==> src/rtl/nco_pkg.sv <==
package nco_pkg;
   localparam int DEF_PER_W = 16;
   localparam int DEF_ACC_W = 32;

   typedef enum logic {
      OUT_COMB = 1'b0,
      OUT_REG  = 1'b1
   } out_mode_e;
endpackage

==> src/rtl/nco_prescaler.sv <==
module nco_prescaler #(
   parameter int PER_W = 16
) (
   input  logic             clk,
   input  logic             rst_n,
   input  logic             en,
   input  logic [PER_W-1:0] period_i,
   output logic             tick_o
);
   localparam logic [PER_W-1:0] ONE = PER_W'(1);

   logic [PER_W-1:0] cnt_q;
   logic [PER_W-1:0] lim_q;
   logic [PER_W-1:0] last_cnt;

   // A limit of 0 wraps to all ones: a full 2^PER_W count
   assign last_cnt = lim_q - ONE;
   assign tick_o   = en && (cnt_q == last_cnt);

   always_ff @(posedge clk or negedge rst_n) begin
      if (!rst_n) begin
         cnt_q <= '0;
         lim_q <= '0;
      end else if (!en) begin
         cnt_q <= '0;
         lim_q <= period_i;
      end else if (tick_o) begin
         cnt_q <= '0;
         lim_q <= period_i;
      end else begin
         cnt_q <= cnt_q + ONE;
      end
   end


   cnt_idle_chk: assert property (@(posedge clk) disable iff (!rst_n)
      !en |=> cnt_q == '0);


   cnt_step_chk: assert property (@(posedge clk) disable iff (!rst_n)
      en && !tick_o |=> cnt_q == $past(cnt_q) + ONE);


   lim_hold_chk: assert property (@(posedge clk) disable iff (!rst_n)
      en && !tick_o |=> $stable(lim_q));
endmodule

==> src/rtl/nco_accum.sv <==
module nco_accum #(
   parameter int ACC_W = 32
) (
   input  logic             clk,
   input  logic             rst_n,
   input  logic             en,
   input  logic             tick_i,
   input  logic [ACC_W-1:0] step_i,
   output logic             msb_o,
   output logic             carry_o
);
   logic [ACC_W-1:0] acc_q;
   logic             ovf_q;
   logic [ACC_W:0]   sum;

   assign sum     = {1'b0, acc_q} + {1'b0, step_i};
   assign msb_o   = acc_q[ACC_W-1];
   assign carry_o = ovf_q;

   always_ff @(posedge clk or negedge rst_n) begin
      if (!rst_n) begin
         acc_q <= '0;
         ovf_q <= 1'b0;
      end else if (!en) begin
         acc_q <= '0;
         ovf_q <= 1'b0;
      end else begin
         ovf_q <= tick_i && sum[ACC_W];
         if (tick_i) acc_q <= sum[ACC_W-1:0];
      end
   end


   acc_add_chk: assert property (@(posedge clk) disable iff (!rst_n)
      en && tick_i |=> acc_q == $past(acc_q) + $past(step_i));


   acc_hold_chk: assert property (@(posedge clk) disable iff (!rst_n)
      en && !tick_i |=> $stable(acc_q));


   ovf_cause_chk: assert property (@(posedge clk) disable iff (!rst_n)
      ovf_q |-> $past(tick_i) && $past(en));


   ovf_single_chk: assert property (@(posedge clk) disable iff (!rst_n)
      ovf_q |=> !ovf_q || $past(tick_i));
endmodule

==> src/rtl/nco_outstage.sv <==
module nco_outstage #(
   parameter nco_pkg::out_mode_e MODE = nco_pkg::OUT_COMB
) (
   input  logic clk,
   input  logic rst_n,
   input  logic wave_i,
   input  logic oe_i,
   output logic wave_o
);
   generate
      if (MODE == nco_pkg::OUT_REG) begin : g_reg
         logic wave_q;
         always_ff @(posedge clk or negedge rst_n) begin
            if (!rst_n) wave_q <= 1'b0;
            else        wave_q <= wave_i && oe_i;
         end
         assign wave_o = wave_q;


         gate_reg_chk: assert property (@(posedge clk) disable iff (!rst_n)
            !oe_i |=> !wave_o);
      end else begin : g_comb
         assign wave_o = wave_i && oe_i;
      end
   endgenerate
endmodule

==> src/rtl/nco_prescaled.sv <==
module nco_prescaled #(
   parameter int                 PER_W    = nco_pkg::DEF_PER_W,
   parameter int                 ACC_W    = nco_pkg::DEF_ACC_W,
   parameter nco_pkg::out_mode_e OUT_MODE = nco_pkg::OUT_COMB
) (
   input  logic             clk,
   input  logic             rst_n,
   input  logic             run_en,
   input  logic [PER_W-1:0] base_period,
   input  logic [ACC_W-1:0] phase_step,
   input  logic             out_en,
   output logic             wave_out,
   output logic             wrap_flag
);
   generate
      if (PER_W < 1 || PER_W > 32) begin : g_bad_per
         $error("PER_W must lie in 1..32");
      end
      if (ACC_W < 2 || ACC_W > 64) begin : g_bad_acc
         $error("ACC_W must lie in 2..64");
      end
   endgenerate

   logic tick;
   logic acc_msb;

   nco_prescaler #(.PER_W(PER_W)) u_pre (
      .clk      (clk),
      .rst_n    (rst_n),
      .en       (run_en),
      .period_i (base_period),
      .tick_o   (tick)
   );

   nco_accum #(.ACC_W(ACC_W)) u_acc (
      .clk     (clk),
      .rst_n   (rst_n),
      .en      (run_en),
      .tick_i  (tick),
      .step_i  (phase_step),
      .msb_o   (acc_msb),
      .carry_o (wrap_flag)
   );

   nco_outstage #(.MODE(OUT_MODE)) u_out (
      .clk    (clk),
      .rst_n  (rst_n),
      .wave_i (acc_msb),
      .oe_i   (out_en),
      .wave_o (wave_out)
   );


   idle_low_chk: assert property (@(posedge clk) disable iff (!rst_n)
      !run_en |=> !wave_out && !wrap_flag);


   flag_src_chk: assert property (@(posedge clk) disable iff (!rst_n)
      wrap_flag |-> $past(tick));
endmodule

==> config.mk <==
export PLATFORM = sky130hd
export DESIGN_NAME = nco_prescaled
export DESIGN_NICKNAME = d
export VERILOG_FILES = /design/src/rtl/nco_pkg.sv /design/src/rtl/nco_prescaler.sv /design/src/rtl/nco_accum.sv /design/src/rtl/nco_outstage.sv /design/src/rtl/nco_prescaled.sv
export SDC_FILE = /design/constraint.sdc
export NUM_CORES = 1
export LEC_CHECK = 0
export ABC_AREA = 0
export ABC_CLOCK_PERIOD_IN_PS = 3070
export CORE_ASPECT_RATIO = 1.2
export CORE_UTILIZATION = 30
export CTS_BUF_LIST = sky130_fd_sc_hd__clkbuf_4 sky130_fd_sc_hd__clkbuf_8
export CTS_CLUSTER_SIZE = 28
export DETAILED_ROUTE_END_ITERATION = 10
export PLACE_DENSITY = 0.47
export SYNTH_ARGS = -nofsm -noshare
export SYNTH_HDL_FRONTEND = slang
export SYNTH_SLANG_ARGS = --single-unit
==> constraint.sdc <==
create_clock -name clk -period 3.07 [get_ports clk]
set_input_delay 0.4605 -clock clk [delete_from_list [all_inputs] [get_ports clk]]
set_output_delay 0.4605 -clock clk [all_outputs]
set_load 0.005 [all_outputs]
==> impl_metrics.csv, run 1 <==
group,metric,value,unit
outcome,status,"completed",
finish,area_growth,30.4,%
grt,grt_pass1_vias,4552,
yosys,synth_xor_area_share,10.3,%
drt,num_vias,4496,
power_and_ir_drop,p_per_area,335,nW/um2
grt,use_met1,19.7,%
timing,finalSetupViolations,0,
finish,antennaDiodeCount,0,
yosys,muxShareOfSynthArea,4.33,%
grt,top_usage_layer,"met2",
grt,use_met3,2.68,%
clock_network,cts_tree,"done",
timing,worst_pin_slew,435,ps
timing,hold_viol_final,0,
die,die_area,16900,um2
clock_network,worstSkewPairLatency,370,ps
die,rows,50,
finish,regArea,1630,um2
finish,multiInputGateArea,3130,um2
yosys,synth_flop_cell,"dfrtp_1",
run,cap_viol_max_count,0,
yosys,synth_edf_count,0,
finish,fill_cells,1600,
yosys,synthTopCellsByArea,"dfrtp_1 (33%), ha_1 (8.7%), xnor2_1 (5.7%), nand2_1 (4.9%), a21oi_1 (4.8%)",
yosys,synth_cell_types,67,
clock_network,cts_max_level,3,
clock_network,cts_root_buffer,"clkbuf_8",
min_path,hold_path_depth,2,
grt,track_usage,17.0,%
drt,detail_route.iter0.violations,218,
drt,drc,0,
die,core_area,15800,um2
yosys,post-synth-top-count-cell,"dfrtp_1",
grt,grt_pass1_wl,22.4,mm
power_and_ir_drop,total_power,2.15,mW
drt,detail-route-antenna-nets,0,
clock_network,cts_sinks,65,
finish,fin_area,6410,um2
yosys,synth_cells,562,
yosys,syn-cell-area,4920,um2
power_and_ir_drop,p_sw,576,uW
die,die_h,142,um
yosys,yosys_warnings,0,
timing,period_needed,2880,ps
setup_path,slowest_delay,440,ps
clock_network,cts_buffers,9,
timing,fmax,347,MHz
timing,fin_skew,8.71,ps
drt,routed_wirelength,13.7,mm
grt,antenna_found_initial,0,
setup_path,cp-end-kind,"register",
setup_path,crit_path_start_kind,"register",
yosys,synth_top_cell_by_area,"dfrtp_1",
clock_network,path_clk_slew,80,ps
yosys,ys_ff_latch,65,
timing,finalMaxSlewViolations,0,
setup_path,crit_chain,"nor4_4 > buf_4 > nand3_1 > buf_4 > nor4_2 > a21oi_2 > a21o_1 > or2_4 > nand2_2 > buf_12 > mux2_2",
timing,finalCritPeriodShare,93.8,%
setup_path,critPathRequiredTime,3320,ps
die,io_pins,54,
grt,globalRouteMet2Util,30.7,%
placement,dp_hpwl,10.7,mm
setup_path,crit_path_top_delay_cell,"dfrtp_1",
yosys,synth.avg_cell_area,8.75,um2
setup_path,r2r_cells,11,
die,start_util,31.1,%
power_and_ir_drop,internal_power,1.57,mW
drt,wl_per_cell,15.4,um
setup_path,r2r-end,"u_pre.lim_q[8]$_DFFE_PN0P_",
grt,overflow,0,
setup_path,rr_startpoint,"u_pre.lim_q[5]$_DFFE_PN0P_",
setup_path,worst_path_most_repeated_cell,"buf_4",
yosys,synth_compound_area_share,17.9,%
power_and_ir_drop,ir_drop,0.000170,V
setup_path,crit_type,"reg2reg",
power_and_ir_drop,combPwrFrac,17.3,%
yosys,netlist.area_leader.share,33.1,%
yosys,synthesis.nets,649,
yosys,synthSimpleGateAreaFrac,21.6,%
finish,num-nets-final,764,
min_path,worstHoldStart,"u_acc.acc_q[6]$_DFFE_PN0P_",
finish,drive_gt1_share,17.9,%
placement,numPortBuffers,53,
min_path,min_to,"u_acc.acc_q[6]$_DFFE_PN0P_",
placement,placed_area,6140,um2
setup_path,worst-path-max-fanout,35,
drt,firstDrtPassIters,5,
yosys,synth_sequential_area_ratio,33.1,%
die,die_w,119,um
clock_network,cts_buffer_depth,2,
yosys,synth-async-reset-ratio,100,%
drt,viasPerCell,5.05,
grt,grt_max_degree,36,
setup_path,reg2reg_slack,190,ps
power_and_ir_drop,p_sw_share,26.9,%
power_and_ir_drop,p_leak,2.75,nW
yosys,synth_fa_ha_area_share,9.06,%
yosys,ys_top_cells_by_count,"dfrtp_1 (65), nand2_1 (64), a21oi_1 (47)",
placement,gp_congestion,0.886,
power_and_ir_drop,p_clk_share,40.4,%
setup_path,cp.arrival,3130,ps
min_path,hold_class,"reg2reg",
yosys,synth_top_family_by_area,"simple AND/OR/NAND/NOR gates",
power_and_ir_drop,p_seq_share,42.3,%
timing,tns,0,ps
timing,rsz0062_at_grt,"no",
timing,maxSlewHeadroom,70.3,%
state kept, by name, indices dropped and copies added (netlist names):
| signal | flops |
|---|---|
| u_pre.cnt_q | 16 |
| u_acc.acc_q | 32 |
| u_acc.carry_o | 1 |
| u_pre.lim_q | 16 |
stage by stage:
step           cells  util [%]  hold slack [ps]  worst slack (ps)
6_report         890      40.5              525               191
5_1_grt          890      40.5              552              16.4
4_1_cts          889      40.3              528              40.1
3_5_place_dp     872      38.8              402              -262
3_3_place_gp     872      38.8              400              -208
2_1_floorplan    562         -              165               253
cell type report:
type	count	share of cell area, %
inverters	22	1.29
multi-input cells	455	48.8
clock buffers	11	2.36
repair buffers	124	16.9
clock inverters	5	1.21
flip-flops and latches	65	25.4
well taps	208	4.06
cell usage in the layout, fill, tap and decap left out, drive strengths merged, types with 3 or more instances in the layout:
cell and count:
xor2 26, a21oi 48, dfrtp 65, o21bai 5, nor4 10, nand2 65, nor2 42, ha 34
o22ai 4, buf 71, a311oi 3, o21ai 21, or4 5, nand4 8, inv 22, nand3 28
a31oi 7, o31ai 4, o31a 3, nand2b 4, xnor2 32, nor2b 3, and3 9, mux2 18
clkbuf 11, or3 8, o21a 4, a21o 9, nor3 9, clkdlybuf4s50 52, nand3b 5, a211oi 9
and2 4
layer usage:
| layer | part of all wire (%) | vias to the layer above |
|---|---|---|
| met5 | 0 | - |
| met4 | 2.1 | 0 |
| met3 | 2.5 | 18 |
| met2 | 51 | 66 |
| met1 | 44 | 2148 |
| li1 | - | 2264 |
how the worst max path moves through the flow:
stage | startpoint | endpoint | slack (ps) | depth (start not counted)
final | u_pre.lim_q[5]$_DFFE_PN0P_ | u_pre.lim_q[8]$_DFFE_PN0P_ | 190 | 11
after CTS | u_pre.lim_q[2]$_DFFE_PN0P_ | u_acc.acc_q[9]$_DFFE_PN0P_ | 40 | 9
after global placement | phase_step[0] | u_acc.acc_q[26]$_DFFE_PN0P_ | -210 | 11
after detailed placement | phase_step[9] | u_acc.acc_q[27]$_DFFE_PN0P_ | -260 | 9
after global routing | u_pre.lim_q[5]$_DFFE_PN0P_ | u_acc.acc_q[9]$_DFFE_PN0P_ | 20 | 11
after floorplan | u_pre.lim_q[2]$_DFFE_PN0P_ | u_pre.lim_q[10]$_DFFE_PN0P_ | 250 | 11
what timing repair did:
action,CTS,global route
setup endpoints to repair,0,20
setup buffers,0,1
resized for setup,0,5
hold buffers,1,0
endpoints found under the hold margin,7,0
power groups by stage:
stage / clock, mW / sequential, mW / combinational, mW
floorplan: 0 / 0.920 / 0.197
global placement: 0 / 0.925 / 0.364
detailed placement: 0 / 0.925 / 0.370
CTS: 0.909 / 0.908 / 0.374
global route: 0.940 / 0.912 / 0.407
finish: 0.866 / 0.908 / 0.371
kinds of logic (layout without fill, tap and decap cells):
kind of cell | count (synthesis) | count (layout)
simple gates | 207 | 207
fa+ha+maj | 35 | 35
mux | 19 | 19
compound gates | 136 | 136
xor+xnor | 58 | 58
flops | 65 | 65
buf+inv | 42 | 162
critical path: cells and delay by family (launching register included):
kind                   cells  cell delay [ps]
flip-flops                 1              440
AND/OR/NAND/NOR            5             1050
multiplexers               1              360
AO/OA/AOI/OAI              2              310
buffers and inverters      3              590
(Power assumes the default switching activity.)
==> inputs of run 2 (changes only) <==
--- a/config.mk
+++ b/config.mk
@@ -9,10 +9,10 @@
 export ABC_CLOCK_PERIOD_IN_PS = 3070
 export CORE_ASPECT_RATIO = 1.2
 export CORE_UTILIZATION = 30
-export CTS_BUF_LIST = sky130_fd_sc_hd__clkbuf_4 sky130_fd_sc_hd__clkbuf_8
 export CTS_CLUSTER_SIZE = 28
 export DETAILED_ROUTE_END_ITERATION = 10
-export PLACE_DENSITY = 0.47
+export GPL_TIMING_DRIVEN = 0
+export PLACE_DENSITY = 0.5
 export SYNTH_ARGS = -nofsm -noshare
 export SYNTH_HDL_FRONTEND = slang
 export SYNTH_SLANG_ARGS = --single-unit
==> impl_metrics.csv, run 2 (same netlist as run 1, synthesis figures left out) <==
group,metric,value,unit
power_and_ir_drop,p_per_area,382,nW/um2
timing,worst_slack,122,ps
grt,antenna_found_initial,0,
placement,dp_cells,823,
clock_network,cts_sinks,65,
die,rows,50,
finish,final_cell_mix,"nand2_1 (64), dfrtp_1 (64), clkdlybuf4s50_1 (50), a21oi_1 (44), nor2_1 (42)",
timing,fin_skew,10.8,ps
setup_path,crit_path_start_kind,"register",
finish,fill_cells,1579,
clock_network,cts_buffers,9,
grt,grt_max_degree,66,
placement,dp_hpwl,9.95,mm
finish,area_growth,29.5,%
setup_path,critPathRequiredTime,3320,ps
drt,drc,0,
placement,numPortBuffers,52,
timing,finalMaxSlewViolations,0,
grt,grt_pass1_wl,22.1,mm
finish,antennaDiodeCount,0,
timing,period_needed,2950,ps
power_and_ir_drop,ir_drop,0.000251,V
setup_path,worst-path-max-fanout,8,
placement,dpl_worst_slack,-645,ps
clock_network,worstSkewPairLatency,350,ps
finish,drive_gt1_share,14.8,%
finish,largest_reg_flops,32,
power_and_ir_drop,p_leak,2.63,nW
clock_network,path_clk_slew,60,ps
clock_network,cts_max_level,3,
outcome,status,"completed",
grt,overflow,0,
die,io_pins,54,
drt,detail-route-antenna-nets,0,
run,cap_viol_max_count,0,
setup_path,cp.arrival,3200,ps
finish,layout.cells.non_filler,852,
timing,maxSlewHeadroom,63.3,%
timing,hold_viol_final,0,
drt,viasPerCell,5.15,
finish,top_register,"u_acc.acc_q",
drt,routed_wirelength,13.6,mm
drt,firstDrtPassIters,4,
finish,num-nets-final,726,
finish,utilization,40.2,%
die,die_w,119,um
drt,num_vias,4385,
timing,fmax,339,MHz
timing,worst_pin_slew,551,ps
timing,finalSetupViolations,0,
drt,detail_route.iter0.violations,254,
finish,reg_top3,"u_acc.acc_q (32), u_pre.cnt_q (16), u_pre.lim_q (16)",
setup_path,crit_type,"reg2reg",
min_path,hold_class,"in2async",
timing,finalCritPeriodShare,96.0,%
die,die_h,142,um
drt,wl_per_cell,15.9,um
grt,grt_pass1_vias,4500,
placement,gp_congestion,0.873,
clock_network,cts_buffer_depth,2,
setup_path,cp-end-kind,"register",
die,core_area,15800,um2
grt,track_usage,16.7,%
die,start_util,31.1,%
clock_network,cts_tree,"done",
clock_network,cts_root_buffer,"clkbuf_16",
die,die_area,16900,um2
[run 2: timing repair]
| action | 4_1_cts | 5_1_grt |
|---|---|---|
| pin swaps | 3 | 15 |
| hold buffers | 0 | 0 |
| buffers inserted | 5 | 10 |
| endpoints found under the setup margin | 64 | 57 |
| gates resized for setup | 17 | 25 |
| cloned | 0 | 1 |
[run 2: through the flow]
| stage | hold WS, ps | total power, mW | setup TNS (ps) | cell area (um2) |
|---|---|---|---|---|
| after CTS | 137 | 2.44 | 0 | 6160 |
| after detailed placement | 503 | 1.26 | -15010 | 5720 |
| after global placement | 502 | 1.25 | -72010 | 5700 |
| after floorplan | 165 | 1.12 | 0 | 4920 |
| final | 125 | 2.43 | 0 | 6370 |
| after global routing | 158 | 2.53 | -3.46 | 6370 |
[run 2: path summary, 6_finish.rpt]
check                                                  from                           to  slack, ps  depth (start not counted)
worst min-delay path                                  rst_n  u_acc.acc_q[28]$_DFFE_PN0P_        120                          2
worst min register to register  u_acc.acc_q[29]$_DFFE_PN0P_  u_acc.acc_q[29]$_DFFE_PN0P_        510                          2
max in group asynchronous                             rst_n   u_acc.acc_q[7]$_DFFE_PN0P_       2670                          2
min in group clk                u_acc.acc_q[29]$_DFFE_PN0P_  u_acc.acc_q[29]$_DFFE_PN0P_        510                          2
worst max register to register   u_pre.lim_q[2]$_DFFE_PN0P_  u_acc.acc_q[26]$_DFFE_PN0P_        120                         11
worst max-delay path             u_pre.lim_q[2]$_DFFE_PN0P_  u_acc.acc_q[26]$_DFFE_PN0P_        120                         11
[run 2: area by class of cell]
class                      count  area, um2  area share, %
tap                          208        260           4.09
sequential                    65       1630           25.6
multi-input combinational    455       3270           51.3
inverter                      22       82.6           1.30
clock buffer                  14        264           4.14
buffer                        17        110           1.73
timing repair buffer          69        698           11.0
clock inverter                 2       60.1          0.943
[run 2: power by group]
group	internal [mW]	total, mW	switching (mW)	leakage, nW
Sequential	0.882	0.921	0.0395	0.868
Combinational	0.177	0.352	0.175	1.61
Clock	0.757	1.16	0.403	0.157
Total	1.82	2.43	0.617	2.63
[run 2: layer usage]
metal	vias to the layer above	global-route usage, %	wire length [um]
met1	2117	19.3	5890
met5	-	0	0
li1	2187	-	-
met2	62	30.1	7000
met3	19	2.84	414
met4	0	7.40	256
[run 2: worst max-delay path: stages (launching register included)]
cell and delay, ps:
dfrtp_1 370, buf_6 140, nor4_4 250, buf_4 180, buf_4 120, nand4b_1 200
and4bb_2 380, a311oi_2 60, a21o_1 230, or2_4 290, or4_1 530, o311ai_1 100
==> inputs of run 3 (changes only) <==
--- a/config.mk
+++ b/config.mk
@@ -8,11 +8,12 @@
 export ABC_AREA = 0
 export ABC_CLOCK_PERIOD_IN_PS = 3070
 export CORE_ASPECT_RATIO = 1.2
-export CORE_UTILIZATION = 30
+export CORE_MARGIN = 4
+export CORE_UTILIZATION = 58
 export CTS_CLUSTER_SIZE = 28
 export DETAILED_ROUTE_END_ITERATION = 10
 export GPL_TIMING_DRIVEN = 0
-export PLACE_DENSITY = 0.5
+export PLACE_DENSITY = 0.84
 export SYNTH_ARGS = -nofsm -noshare
 export SYNTH_HDL_FRONTEND = slang
 export SYNTH_SLANG_ARGS = --single-unit
==> impl_metrics.csv, run 3 (same netlist as run 1, synthesis figures left out) <==
group,metric,value,unit
die,die_h,109,um
finish,final_common_cell,"nand2_1",
finish,num-nets-final,720,
timing,maxSlewHeadroom,43.9,%
finish,final_cell_mix,"nand2_1 (64), dfrtp_1 (62), clkdlybuf4s50_1 (51), a21oi_1 (44), nor2_1 (42)",
timing,period_needed,2980,ps
clock_network,cts_sinks,65,
power_and_ir_drop,p_clk_share,40.9,%
setup_path,cp.arrival,3220,ps
grt,top_usage_layer,"met2",
power_and_ir_drop,ir_drop,0.000190,V
clock_network,cts_max_level,3,
drt,detail_route.iter0.violations,251,
power_and_ir_drop,combPwrFrac,16.2,%
finish,fill_cells,632,
power_and_ir_drop,p_seq_share,42.9,%
timing,hold_viol_final,0,
clock_network,cts_hold_buf,0,
clock_network,cts_buffer_depth,2,
grt,grt_max_degree,66,
outcome,status,"completed",
timing,tns,0,ps
grt,track_usage,25.8,%
power_and_ir_drop,internal_power,1.58,mW
setup_path,cp-end-kind,"register",
die,die_w,92.1,um
drt,detail-route-antenna-nets,0,
timing,finalSetupViolations,0,
die,io_pins,54,
drt,firstDrtPassIters,5,
min_path,hold_class,"in2async",
die,rows,36,
finish,reg_top3,"u_acc.acc_q (32), u_pre.cnt_q (16), u_pre.lim_q (16)",
setup_path,worst-path-max-fanout,10,
die,start_util,60.0,%
setup_path,critPathRequiredTime,3310,ps
clock_network,cts_buffers,9,
power_and_ir_drop,p_sw,565,uW
clock_network,worstSkewPairLatency,360,ps
drt,wl_per_cell,16.8,um
power_and_ir_drop,p_sw_share,26.3,%
placement,dp_hpwl,9.15,mm
grt,antenna_found_initial,0,
power_and_ir_drop,p_leak,2.53,nW
finish,largest_reg_flops,32,
grt,use_met1,31.0,%
die,die_area,10000,um2
placement,gp_congestion,0.920,
timing,finalCritPeriodShare,97.1,%
timing,worst_slack,89.2,ps
timing,finalMaxSlewViolations,0,
finish,area_growth,22.8,%
finish,top_register,"u_acc.acc_q",
clock_network,cts_root_buffer,"clkbuf_8",
setup_path,crit_path_start_kind,"register",
die,core_area,8200,um2
drt,routed_wirelength,12.7,mm
grt,grt_pass1_wl,20.6,mm
timing,fin_skew,11.6,ps
timing,fmax,335,MHz
grt,globalRouteMet2Util,44.7,%
grt,overflow,0,
clock_network,cts_tree,"done",
grt,use_met3,3.73,%
finish,drive_gt1_share,14.1,%
placement,numPortBuffers,52,
finish,fin_area,6040,um2
power_and_ir_drop,p_per_area,355,nW/um2
placement,dpl_worst_slack,-467,ps
setup_path,crit_type,"reg2reg",
finish,antennaDiodeCount,0,
grt,grt_pass1_vias,4496,
timing,worst_pin_slew,841,ps
drt,drc,0,
clock_network,path_clk_slew,80,ps
drt,viasPerCell,6.03,
run,cap_viol_max_count,0,
drt,num_vias,4534,
power_and_ir_drop,total_power,2.14,mW
placement,placed_area,5580,um2
-- run 3: per-stage QoR --
stage          utilization, %  hold slack [ps]  instances
6_report                 73.7              203        752
5_1_grt                  73.7              277        752
4_1_cts                  71.6              241        745
3_5_place_dp             68.0              511        728
3_3_place_gp             68.1              500        728
2_1_floorplan               -              165        562
-- run 3: worst paths after layout --
path	from	to	slack (ps)	cells after the start
worst max register to register	u_pre.lim_q[5]$_DFFE_PN0P_	u_pre.lim_q[12]$_DFFE_PN0P_	90	11
worst max-delay path	u_pre.lim_q[5]$_DFFE_PN0P_	u_pre.lim_q[12]$_DFFE_PN0P_	90	11
worst min register to register	u_acc.acc_q[29]$_DFFE_PN0P_	u_acc.acc_q[29]$_DFFE_PN0P_	520	2
min in group clk	u_acc.acc_q[29]$_DFFE_PN0P_	u_acc.acc_q[29]$_DFFE_PN0P_	520	2
worst min-delay path	rst_n	u_acc.acc_q[20]$_DFFE_PN0P_	200	1
max in group asynchronous	rst_n	u_pre.lim_q[0]$_DFFE_PN0P_	2270	1
-- run 3: critical path, cell delays in order, from the launching register on --
cell	delay (ps)
dfrtp_2	440
nor4_4	260
buf_4	180
nand4b_1	240
and4bb_2	380
a311oi_1	60
a21o_1	240
or2_1	230
buf_2	170
nand2_4	150
buf_8	150
mux2_2	330
-- run 3: per-layer routing --
metal / wire [um] / vias to the layer above
met4: 405 / 0
met5: 0 / -
li1: - / 2174
met2: 6570 / 138
met3: 512 / 32
met1: 5180 / 2190
-- run 3: layout make-up --
type / count / area [um2] / share of cell area, %
multi-input combinational: 455 / 3230 / 53.5
sequential: 65 / 1630 / 27.0
timing repair buffer: 64 / 608 / 10.1
clock buffer: 12 / 165 / 2.73
tap: 114 / 143 / 2.36
buffer: 16 / 104 / 1.72
inverter: 22 / 82.6 / 1.37
clock inverter: 4 / 73.8 / 1.22
-- run 3: power by group through the flow --
stage | combinational [mW] | sequential, mW | clock, mW
final | 0.348 | 0.921 | 0.876
after global routing | 0.380 | 0.924 | 0.931
after CTS | 0.326 | 0.913 | 0.887
after detailed placement | 0.319 | 0.929 | 0
after global placement | 0.309 | 0.927 | 0
after floorplan | 0.197 | 0.920 | 0
-- run 3: repair_timing --
item | CTS | global route
pin swaps | 5 | 10
buffers inserted | 2 | 10
endpoints found under the setup margin | 55 | 40
gates resized for setup | 9 | 24
